### src/rtl/fsp_pkg.sv
package fsp_pkg;

  // Strobes from the control unit to the datapath
  typedef struct packed {
    logic holdWrite;   // capture txWord into the holding stage
    logic txLoad;      // frame start: fill the transmit shifter
    logic txLoadSkip;  // zero delay: first bit already sent, preload shifted
    logic txLoadZero;  // underrun: fill with zeros
    logic txShift;     // advance transmit shifter
    logic lead;        // zero-delay period 0: drive from holding stage
    logic leadFull;    // holding stage has a word
    logic rxShift;     // shift the sampled bit into the receive shifter
    logic rxFinish;    // last bit: publish the word
  } fspStrobes_t;

  function automatic logic [1:0] effDelay(input logic [1:0] sel);
    return (sel == 2'd3) ? 2'd2 : sel;
  endfunction

endpackage

### src/rtl/fsp_ctrl.sv
module fsp_ctrl
  import fsp_pkg::*;
#(
  parameter int W = 8
) (
  input  logic        clk,
  input  logic        rstN,
  input  logic        fsIn,
  input  logic        fsNeg,
  input  logic [1:0]  cfgDelay,
  input  logic        txValid,
  output logic        txReady,
  output logic        txOe,
  input  logic        rxReady,
  output logic        rxValid,
  output logic        underrun,
  output logic        overrun,
  output fspStrobes_t stb
);

  localparam int CW = $clog2(W + 3);
  localparam logic [CW-1:0] LAST_OFS = CW'(W - 1);

  logic [1:0]    cfgEff;
  logic          txActive, txFull, txOeReg, txStart, txAccept;
  logic [1:0]    txDly;
  logic [CW-1:0] txCnt, txDlyW, txLast, txCntNext;
  logic          rxActive, rxStart;
  logic [1:0]    rxDly;
  logic [CW-1:0] rxCnt, rxDlyW, rxLast;

  assign cfgEff = effDelay(cfgDelay);

  // ---------------- transmit sequencing ----------------
  assign txStart   = !txActive && fsIn;
  assign txAccept  = txValid && !txFull;
  assign txReady   = !txFull;
  assign txDlyW    = CW'(txDly);
  assign txLast    = txDlyW + LAST_OFS;
  assign txCntNext = txCnt + CW'(1);

  always_comb begin
    stb            = '0;
    stb.holdWrite  = txAccept;
    stb.txLoad     = txStart;
    stb.txLoadSkip = (cfgEff == 2'd0);
    stb.txLoadZero = !txFull;
    stb.txShift    = txActive && (txCnt >= txDlyW);
    stb.lead       = !txActive && fsIn && (cfgEff == 2'd0);
    stb.leadFull   = txFull;
    stb.rxShift    = rxStart ? (cfgEff == 2'd0) : (rxActive && (rxCnt >= rxDlyW));
    stb.rxFinish   = rxActive && (rxCnt == rxLast);
  end

  assign txOe = txOeReg | stb.lead;

  always_ff @(posedge clk or negedge rstN) begin
    if (!rstN) begin
      txActive <= 1'b0;
      txCnt    <= '0;
      txDly    <= 2'd0;
      txOeReg  <= 1'b0;
      txFull   <= 1'b0;
      underrun <= 1'b0;
    end else begin
      txFull <= txAccept | (txFull & ~txStart);
      if (txStart) begin
        txActive <= 1'b1;
        txCnt    <= CW'(1);
        txDly    <= cfgEff;
        txOeReg  <= (cfgEff <= 2'd1);
        if (!txFull) underrun <= 1'b1;
      end else if (txActive) begin
        txCnt   <= txCntNext;
        txOeReg <= (txCntNext >= txDlyW) && (txCnt != txLast);
        if (txCnt == txLast) txActive <= 1'b0;
      end else begin
        txOeReg <= 1'b0;
      end
    end
  end

  // ---------------- receive sequencing ----------------
  assign rxStart = !rxActive && fsNeg;
  assign rxDlyW  = CW'(rxDly);
  assign rxLast  = rxDlyW + LAST_OFS;

  always_ff @(posedge clk or negedge rstN) begin
    if (!rstN) begin
      rxActive <= 1'b0;
      rxCnt    <= '0;
      rxDly    <= 2'd0;
      rxValid  <= 1'b0;
      overrun  <= 1'b0;
    end else begin
      if (rxStart) begin
        rxActive <= 1'b1;
        rxCnt    <= CW'(1);
        rxDly    <= cfgEff;
      end else if (rxActive) begin
        rxCnt <= rxCnt + CW'(1);
        if (stb.rxFinish) rxActive <= 1'b0;
      end
      rxValid <= stb.rxFinish | (rxValid & ~rxReady);
      if (stb.rxFinish && rxValid && !rxReady) overrun <= 1'b1;
    end
  end

  // ---------------- assertions ----------------

  tx_delay_hold_chk: assert property (@(posedge clk) disable iff (!rstN)
    (txActive && !$past(txStart) && $past(txActive)) |-> $stable(txDly));


  tx_oe_frame_chk: assert property (@(posedge clk) disable iff (!rstN)
    txOeReg |-> txActive);


  tx_full_hold_chk: assert property (@(posedge clk) disable iff (!rstN)
    (txFull && !fsIn) |=> !txReady);


  underrun_sticky_chk: assert property (@(posedge clk) disable iff (!rstN)
    underrun |=> underrun);


  rx_hold_chk: assert property (@(posedge clk) disable iff (!rstN)
    (rxValid && !rxReady) |=> rxValid);


  overrun_cause_chk: assert property (@(posedge clk) disable iff (!rstN)
    $rose(overrun) |-> $past(rxValid && !rxReady));

endmodule

### src/rtl/fsp_datapath.sv
module fsp_datapath
  import fsp_pkg::*;
#(
  parameter int W = 8
) (
  input  logic          clk,
  input  logic          rstN,
  input  fspStrobes_t   stb,
  input  logic [W-1:0]  txWord,
  input  logic          txOe,
  input  logic          fsIn,
  input  logic          rxIn,
  output logic          fsNeg,
  output logic          txOut,
  output logic [W-1:0]  rxData
);

  logic [W-1:0] holdReg, txShiftReg, rxShiftReg;
  logic         rxSample, txBit;

  always_ff @(posedge clk or negedge rstN) begin
    if (!rstN) begin
      holdReg    <= '0;
      txShiftReg <= '0;
    end else begin
      if (stb.holdWrite) holdReg <= txWord;
      if (stb.txLoad) begin
        if (stb.txLoadZero)      txShiftReg <= '0;
        else if (stb.txLoadSkip) txShiftReg <= holdReg << 1;
        else                     txShiftReg <= holdReg;
      end else if (stb.txShift) begin
        txShiftReg <= txShiftReg << 1;
      end
    end
  end

  assign txBit = stb.lead ? (stb.leadFull & holdReg[W-1]) : txShiftReg[W-1];
  assign txOut = txOe & txBit;

  // falling-edge samplers for line and frame sync
  always_ff @(negedge clk or negedge rstN) begin
    if (!rstN) begin
      fsNeg    <= 1'b0;
      rxSample <= 1'b0;
    end else begin
      fsNeg    <= fsIn;
      rxSample <= rxIn;
    end
  end

  always_ff @(posedge clk or negedge rstN) begin
    if (!rstN) begin
      rxShiftReg <= '0;
      rxData     <= '0;
    end else begin
      if (stb.rxShift)  rxShiftReg <= {rxShiftReg[W-2:0], rxSample};
      if (stb.rxFinish) rxData     <= {rxShiftReg[W-2:0], rxSample};
    end
  end


  hold_stable_chk: assert property (@(posedge clk) disable iff (!rstN)
    stb.leadFull |=> $stable(holdReg));

endmodule

### src/rtl/fsync_serial_port.sv
module fsync_serial_port
  import fsp_pkg::*;
#(
  parameter int W = 8
) (
  input  logic         clk,
  input  logic         rstN,
  input  logic         fsIn,
  input  logic [1:0]   cfgDelay,
  input  logic         txValid,
  output logic         txReady,
  input  logic [W-1:0] txWord,
  output logic         txOut,
  output logic         txOe,
  input  logic         rxIn,
  output logic [W-1:0] rxData,
  output logic         rxValid,
  input  logic         rxReady,
  output logic         underrun,
  output logic         overrun
);

  fspStrobes_t stb;
  logic        fsNeg;

  fsp_ctrl #(.W(W)) u_ctrl (
    .clk(clk), .rstN(rstN), .fsIn(fsIn), .fsNeg(fsNeg), .cfgDelay(cfgDelay),
    .txValid(txValid), .txReady(txReady), .txOe(txOe), .rxReady(rxReady),
    .rxValid(rxValid), .underrun(underrun), .overrun(overrun), .stb(stb)
  );

  fsp_datapath #(.W(W)) u_data (
    .clk(clk), .rstN(rstN), .stb(stb), .txWord(txWord), .txOe(txOe),
    .fsIn(fsIn), .rxIn(rxIn), .fsNeg(fsNeg), .txOut(txOut), .rxData(rxData)
  );

endmodule

### config.mk
export PLATFORM = sky130hd
export DESIGN_NAME = fsync_serial_port
export DESIGN_NICKNAME = d
export VERILOG_FILES = /design/src/rtl/fsp_pkg.sv /design/src/rtl/fsp_ctrl.sv /design/src/rtl/fsp_datapath.sv /design/src/rtl/fsync_serial_port.sv
export SDC_FILE = /design/constraint.sdc
export NUM_CORES = 1
export LEC_CHECK = 0
export ABC_CLOCK_PERIOD_IN_PS = 5000
export BUFFER_PORTS_ARGS = -buffer_cell sky130_fd_sc_hd__buf_2
export CAP_MARGIN = 20
export CORE_MARGIN = 5
export CORE_UTILIZATION = 55
export DETAILED_ROUTE_END_ITERATION = 12
export GPL_TIMING_DRIVEN = 0
export HOLD_SLACK_MARGIN = 0.02
export PLACE_DENSITY = 0.8
export SLEW_MARGIN = 10
export SYNTH_ARGS = -nofsm -noshare
export SYNTH_HDL_FRONTEND = slang
export SYNTH_HIERARCHICAL = 1
export SYNTH_SLANG_ARGS = --single-unit
### constraint.sdc
create_clock -name clk -period 5 [get_ports clk]
set_clock_uncertainty 0.1 [all_clocks]
set_input_delay 0.25 -clock clk [delete_from_list [all_inputs] [get_ports clk]]
set_output_delay 0.25 -clock clk [all_outputs]
set_load 0.01 [all_outputs]
* Word level (Yosys, flattened, before mapping)
Index checks and enable logic that the tools add are counted.
** Cells by class
- $lt $le $gt $ge :: 4
- Eq/ne operators :: 4
- Add/sub/neg operators :: 4
- Muxes and demuxes :: 19
- Reductions and logical operators :: 19
- Bitwise operators :: 10
** Operator list (number)
- $mux W8 :: 4
- $mux W4 :: 4
- $ge A4 B2 Y1 :: 3
- $logic_and A1 B1 Y1 :: 10
- $mux W1 :: 10
- $add A2 B3 Y4 const B :: 2
- $add A4 B1 Y4 const B :: 2
- $eq A4 B4 Y1 :: 2
- $reduce_bool A2 Y1 :: 3
- $and A1 B1 Y1 :: 4
- $logic_not A1 Y1 :: 4
- $ne A4 B4 Y1 :: 1
- $not A1 Y1 :: 3
- $or A1 B1 Y1 :: 3
- $eq A2 B2 Y1 const B :: 1
- $le A2 B1 Y1 const B :: 1
- $logic_not A2 Y1 :: 1
- $mux W2 :: 1
- $reduce_and A2 Y1 :: 1
** Word-level totals
- Input port bits :: 16
- Register bits :: 52
- Output and inout bits :: 14
- Word-level logic and storage cells :: 77

* Logic depth before layout (Yosys ltp)
Gate-level depths: netlist of the first run.
- Word-level depth :: 6
- Gate-level depth with buffers :: 8
- Gate-level depth less buffers :: 7

* Hierarchy
The synthesis of the first run kept the hierarchy.
** Modules (own cells, without submodules)
- fsp_datapath :: times used 1, cells an instance 90, area an instance 1382.6 µm², seq. area each 825.8 µm²
- fsp_ctrl :: times used 1, cells an instance 109, area an instance 1092.3 µm², seq. area each 475.5 µm²

==> out/summary.txt, run 1 <==
outcome - completed
hold path startpoint - txWord[1]
CP Class - register to register
CP startpoint kind - register
FF-to-FF End - u_data/rxShiftReg[6]$_DFFE_PN0P_
first-pass GRT wire length - 7224 µm
die boundary width - 77.08 µm
Placer Congestion - 0.8090
r2r worst-path depth - 4
number of synthesized flops with an enable pin - 0
n_diodes - 0
most common cell after layout, fill and taps aside - dfrtp_1
Synth Cell Area - 0.002475 mm²
H-Tree Depth - 2
Mapped Avg Cell Area - 12.44 µm²
count of final hold-check violations - 0
MaxCap Viol Count - 0
CTS buffer count - 5
Setup Viol. Count Final - 0
Min Hold Slack - 69.80 ps
router iterations before antenna repair - 4
TritonCTS clock tree - yes
Seq pwr share - 0.407
Clock power frac - 0.159
CP Capture Type - register
nets - 263
DP Area - 0.002705 mm²
Area contributors post-synth - dfrtp_1 51%, mux2_2 11%, mux2i_1 6.1%
flop2flop setup slack - 910 ps
Clock transition at path regs - 90 ps
die height - 77.08 µm
syn nets - 225
Post-DP HPWL - 2983 µm
worst hold path type - primary input to register
post-synthesis cell type count - 39
GRT Total Usage - 0.1477
latest clock arrival within the worst-skew pair - 300 ps
Worst Tran Pin Value - 426.7 ps
Max IR drop VDD - 0.0003927 V
most frequent cells in the layout - 50 x dfrtp_1, 31 x buf_2, 24 x mux2_2, 15 x mux2i_1, 12 x inv_1
antenna viol nets, final - 0
DIE AREA - 0.005941 mm²
Layout area overhead - 14.61%
Combinational Power Share - 0.435
max_slew headroom - 0.7155
Core Area - 0.004354 mm²
initial DRC count - 36
DRC - 0
WHS Path Cells - 2
Via density - 5.462
Hold Path Sink - u_data/holdReg[1]$_DFFE_PN0P_
asr flop ratio synth - 1.000
switching part of the total - 0.3439
Reg-to-Reg Start - u_data/fsNeg$_DFF_NN0_
I/O Pins - 30
Switch Pwr - 0.6419 mW
Detailed Route WL - 4078 µm
RSZ-0062 raised after global routing - false
Req. time, crit path - 5100 ps
Fillers - 348
worst setup path startpoint - u_data/fsNeg$_DFF_NN0_
# rows - 24
setup bufs post-CTS - 0
YS warnings - 6
root buf cell - clkbuf_8
Power Density - 658.0 mW/mm²
Final TNS setup - 0 ps
layout cells sized above 1 - 0.3403
final instance area - 0.002836 mm²
cell-internal power - 1.225 mW
grt total ovfl - 0
cell taking the most area after synthesis - dfrtp_1
vias in the first global route - 1562
largest net degree at the start of global routing - 35
Port Buffers - 29
CP Data Arrival Time - 4180 ps
Layout Utilization - 0.6514
antenna violations before repair - 0
Slew Limit Fails - 0
CP Max Fanout - 7
Yosys reg bits - 52
via count - 1584
Main synth FF type - dfrtp_1
Starting Density - 0.5684
Max clock buf depth - 2
clk sinks - 52
sequential-to-total area share from yosys stat - 0.5258
Synth top area share - 0.5056
Syn Inst Count - 199
Leak - 1.355 nW
routed len/inst - 14.06 µm
-- cell type report --
class / instances / area (µm²) / share of cell area
Multi-Input combinational cell: 123 / 1025 / 0.3613
Inverter: 12 / 45.04 / 0.01588
Clock inverter: 2 / 38.79 / 0.01367
Timing Repair Buffer: 31 / 175.2 / 0.06176
Sequential cell: 52 / 1301 / 0.4588
Buffer: 12 / 103.9 / 0.03661
Tap cell: 52 / 65.06 / 0.02294
Clock buffer: 6 / 82.58 / 0.02911
-- timing repair --
item | in CTS | in global routing
gates resized for setup | 0 | 0
hold buffers | 1 | 0
endpoints found under the setup margin | 0 | 0
endpoints found under the hold margin | 17 | 0
-- state kept, by name, indices dropped and copies added, names as in the netlist, 2 cells and up --
signal             count
u_data/txShiftReg      8
u_ctrl/rxDly           2
u_data/holdReg         8
u_data/rxData          8
u_data/rxShiftReg      7
u_ctrl/txDly           2
u_ctrl/rxCnt           4
u_ctrl/txCnt           4
-- power by group through the flow --
| stage | Clock (mW) | Combinational, mW | Sequential, mW |
|---|---|---|---|
| floorplan | 0 | 0.627 | 0.748 |
| global placement | 0 | 0.779 | 0.757 |
| detailed placement | 0 | 0.814 | 0.766 |
| CTS | 0.306 | 0.822 | 0.759 |
| global route | 0.326 | 0.905 | 0.786 |
| finish | 0.296 | 0.811 | 0.759 |
-- synth_stat cells (2+ instances only) --
library cell / count
dfrtn_1: 2
mux2_2: 24
inv_1: 12
nand2b_1: 5
nand3_1: 2
ha_1: 10
nor2_1: 4
nand2_1: 7
a22o_1: 3
nor2b_1: 3
dfrtp_1: 50
a21boi_0: 2
buf_6: 5
xor2_1: 2
o21ai_0: 8
nor3_1: 5
o22ai_1: 7
mux2i_1: 15
buf_4: 5
a21oi_1: 6
nor3b_1: 2
buf_2: 2
xnor2_1: 2
-- metal layers --
layer	GRT usage	wire, µm
met5	0	0
met4	0.04639	38
met3	0.03747	169
met2	0.2326	2001
met1	0.2002	1868
-- metrics by stage --
stage | cells | worst slack [ps] | total power, mW
3_3_place_gp | 280 | 936.3 | 1.536
6_report | 290 | 912.2 | 1.866
4_1_cts | 290 | 896.9 | 1.887
2_1_floorplan | 199 | 1039 | 1.375
3_5_place_dp | 281 | 912.1 | 1.580
5_1_grt | 290 | 814.8 | 2.016
-- cell families (layout without fill, tap and decap cells) --
logic type	after synthesis	count (layout)	share of synthesized area
AOI/OAI and AO/OA	35	35	0.09859
muxes	39	39	0.1699
DFF	52	52	0.5258
adders and majority gates	10	10	0.05056
buffers and inverters	24	63	0.06016
and+or+nand+nor	35	35	0.08089
xor gates and xnor gates	4	4	0.01416
-- how the worst max path moves through the flow --
| stage | end | slack (ps) | cells after the start |
|---|---|---|---|
| floorplan | u_data/rxShiftReg[0]$_DFFE_PN0P_ | 1040 | 4 |
| detailed placement | u_data/rxShiftReg[6]$_DFFE_PN0P_ | 910 | 4 |
| global placement | u_data/rxShiftReg[6]$_DFFE_PN0P_ | 940 | 4 |
| finish | u_data/rxShiftReg[6]$_DFFE_PN0P_ | 910 | 4 |
| global route | u_data/rxShiftReg[6]$_DFFE_PN0P_ | 810 | 4 |
| CTS | u_data/rxShiftReg[6]$_DFFE_PN0P_ | 900 | 4 |
-- critical path, stage by stage (launching register included) --
cell and delay (ps):
dfrtn_1 460, nand2b_1 130, o31ai_1 280, buf_6 180, mux2_2 330
Power figures use the tool's default switching activity.
==> run 2: changes to the inputs <==
--- a/config.mk
+++ b/config.mk
@@ -5,7 +5,7 @@
 export SDC_FILE = /design/constraint.sdc
 export NUM_CORES = 1
 export LEC_CHECK = 0
-export ABC_CLOCK_PERIOD_IN_PS = 5000
+export ABC_CLOCK_PERIOD_IN_PS = 3810
 export BUFFER_PORTS_ARGS = -buffer_cell sky130_fd_sc_hd__buf_2
 export CAP_MARGIN = 20
 export CORE_MARGIN = 5
==> constraint.sdc (replaced) <==
create_clock -name clk -period 3.81 [get_ports clk]
set_clock_uncertainty 0.1 [all_clocks]
set_input_delay 0.1905 -clock clk [delete_from_list [all_inputs] [get_ports clk]]
set_output_delay 0.1905 -clock clk [all_outputs]
set_load 0.01 [all_outputs]
==> run 2 against run 1 <==
Net effect:
- non-clock buffer count grew 8
- final area up 2.8%
- via count up 1.9%
- cell count up 2.8%
- count of clock-buffer cells in the layout did not move
- sequential share of layout area fell by 1.3 points
- utilization increased by 1.8 points
- sequential power grew 31%
- first-iteration DRC count rose by 19%
- largest cell class unchanged
==> out/summary.txt, run 2 (synthesized netlist as in run 1, its figures left out) <==
outcome - completed
Combinational Power Share - 0.436
r2r worst-path depth - 4
Slowest-stage cell, CP - dfrtn_1
# rows - 24
routed length on met2 - 2114 µm
flop2flop setup slack - 320 ps
Largest stage delay, worst path - 460 ps
die boundary width - 77.08 µm
Max clock buf depth - 2
Hold Path Sink - u_ctrl/rxValid$_DFF_PN0_
Clock power frac - 0.159
MaxCap Viol Count - 0
WHS Path Cells - 3
vias in the first global route - 1596
Placer Congestion - 0.8090
first-pass GRT wire length - 7514 µm
critical path cell sequence - nand2b_1, o31ai_1, buf_6, mux2_2
DR top layer - met4
DRC - 0
router iterations before antenna repair - 4
grt total ovfl - 0
count of final hold-check violations - 0
switching part of the total - 0.3437
nets - 271
post-cts resize count - 0
CP Data Arrival Time - 3590 ps
n_diodes - 0
GRT Total Usage - 0.1539
Max IR drop VDD - 0.0005141 V
Starting Density - 0.5684
max_slew headroom - 0.7145
most frequent cells in the layout - 50 x dfrtp_1, 31 x buf_2, 24 x mux2_2, 15 x mux2i_1, 12 x inv_1
TritonCTS clock tree - yes
antenna viol nets, final - 0
Core Area - 0.004354 mm²
CP Class - register to register
Via density - 5.416
DIE AREA - 0.005941 mm²
initial DRC count - 43
power consumption - 2.457 mW
layout cells sized above 1 - 0.3293
Top Registers - u_data/holdReg: 8 flops, u_data/rxData: 8 flops, u_data/txShiftReg: 8 flops
FF-to-FF End - u_data/rxShiftReg[6]$_DFFE_PN0P_
Layout area overhead - 17.85%
Reg-to-Reg Start - u_data/fsNeg$_DFF_NN0_
Detailed Route WL - 4234 µm
latest clock arrival within the worst-skew pair - 300 ps
Port Buffers - 29
RSZ-0062 raised after global routing - false
die height - 77.08 µm
CP Max Fanout - 7
Met1 Routed Length - 1902 µm
Leak - 1.389 nW
CP startpoint kind - register
Post-DP HPWL - 2983 µm
largest net degree at the start of global routing - 35
H-Tree Depth - 2
Seq pwr share - 0.405
via count - 1614
root buf cell - clkbuf_8
Worst Tran Pin Value - 428.3 ps
routed len/inst - 14.21 µm
antenna violations before repair - 0
Bufs and invs on worst path - 1
cell-internal power - 1.612 mW
Setup Viol. Count Final - 0
Final TNS setup - 0 ps
I/O Pins - 30
CP Capture Type - register
Switch Pwr - 0.8444 mW
Req. time, crit path - 3910 ps
Slew Limit Fails - 0
WL met3 - 187 µm
Crit path max-delay family - flip-flops
hold path startpoint - rxReady
clk sinks - 52
Clock transition at path regs - 90 ps
Power Density - 842.4 mW/mm²
CTS buffer count - 5
worst hold path type - primary input to register
most common cell after layout, fill and taps aside - dfrtp_1
## run 2: worst min-delay path: stages
cell and delay, ps:
buf_2 90, inv_1 60, a21o_2 120
## run 2: layout make-up
class,instances,area [µm²]
Buffer,12,103.9
Clock buffer,6,82.58
Clock inverter,2,38.79
Fill cell,335,1438
Inverter,12,45.04
Multi-Input combinational cell,123,1025
Sequential cell,52,1301
Tap cell,52,65.06
Timing Repair Buffer,39,255.2
## run 2: through the flow
step,instances,hold slack [ps],util,setup slack (ps),cell area (µm²)
3_3_place_gp,280,321.2,0.6167,341.3,2685
4_1_cts,298,77.65,0.6698,301.9,2917
2_1_floorplan,199,-205.1,-,444.0,2475
6_report,298,79.73,0.6698,317.3,2917
3_5_place_dp,281,56.21,0.6213,317.1,2705
5_1_grt,298,98.55,0.6698,219.6,2917
## run 2: how the worst max path moves through the flow
| stage | from | endpoint | slack, ps | cells after the start |
|---|---|---|---|---|
| floorplan | u_data/fsNeg$_DFF_NN0_ | u_data/rxShiftReg[0]$_DFFE_PN0P_ | 440 | 4 |
| global placement | u_data/fsNeg$_DFF_NN0_ | u_data/rxShiftReg[6]$_DFFE_PN0P_ | 340 | 4 |
| detailed placement | u_data/fsNeg$_DFF_NN0_ | u_data/rxShiftReg[6]$_DFFE_PN0P_ | 320 | 4 |
| CTS | u_data/fsNeg$_DFF_NN0_ | u_data/rxShiftReg[6]$_DFFE_PN0P_ | 300 | 4 |
| global route | u_data/fsNeg$_DFF_NN0_ | u_data/rxShiftReg[6]$_DFFE_PN0P_ | 220 | 4 |
| finish | u_data/fsNeg$_DFF_NN0_ | u_data/rxShiftReg[6]$_DFFE_PN0P_ | 320 | 4 |
## run 2: power by group through the flow
stage          clock network, mW  logic, mW  registers [mW]
6_report                   0.391       1.07           0.996
5_1_grt                    0.428       1.19            1.03
4_1_cts                    0.401       1.09           0.996
3_5_place_dp                   0       1.07            1.01
3_3_place_gp                   0       1.02           0.993
2_1_floorplan                  0      0.823           0.982
## run 2: timing repair
item,CTS,global route
hold endpoints to repair,25,0
buffers inserted,0,0
endpoints found under the setup margin,0,0
hold buffers,9,0
## run 2: routing by layer
metal | up-vias | global-route usage
met5 | - | 0
met4 | 0 | 0.04639
met3 | 4 | 0.03747
met2 | 34 | 0.2445
met1 | 777 | 0.2085
li1 | 799 | -
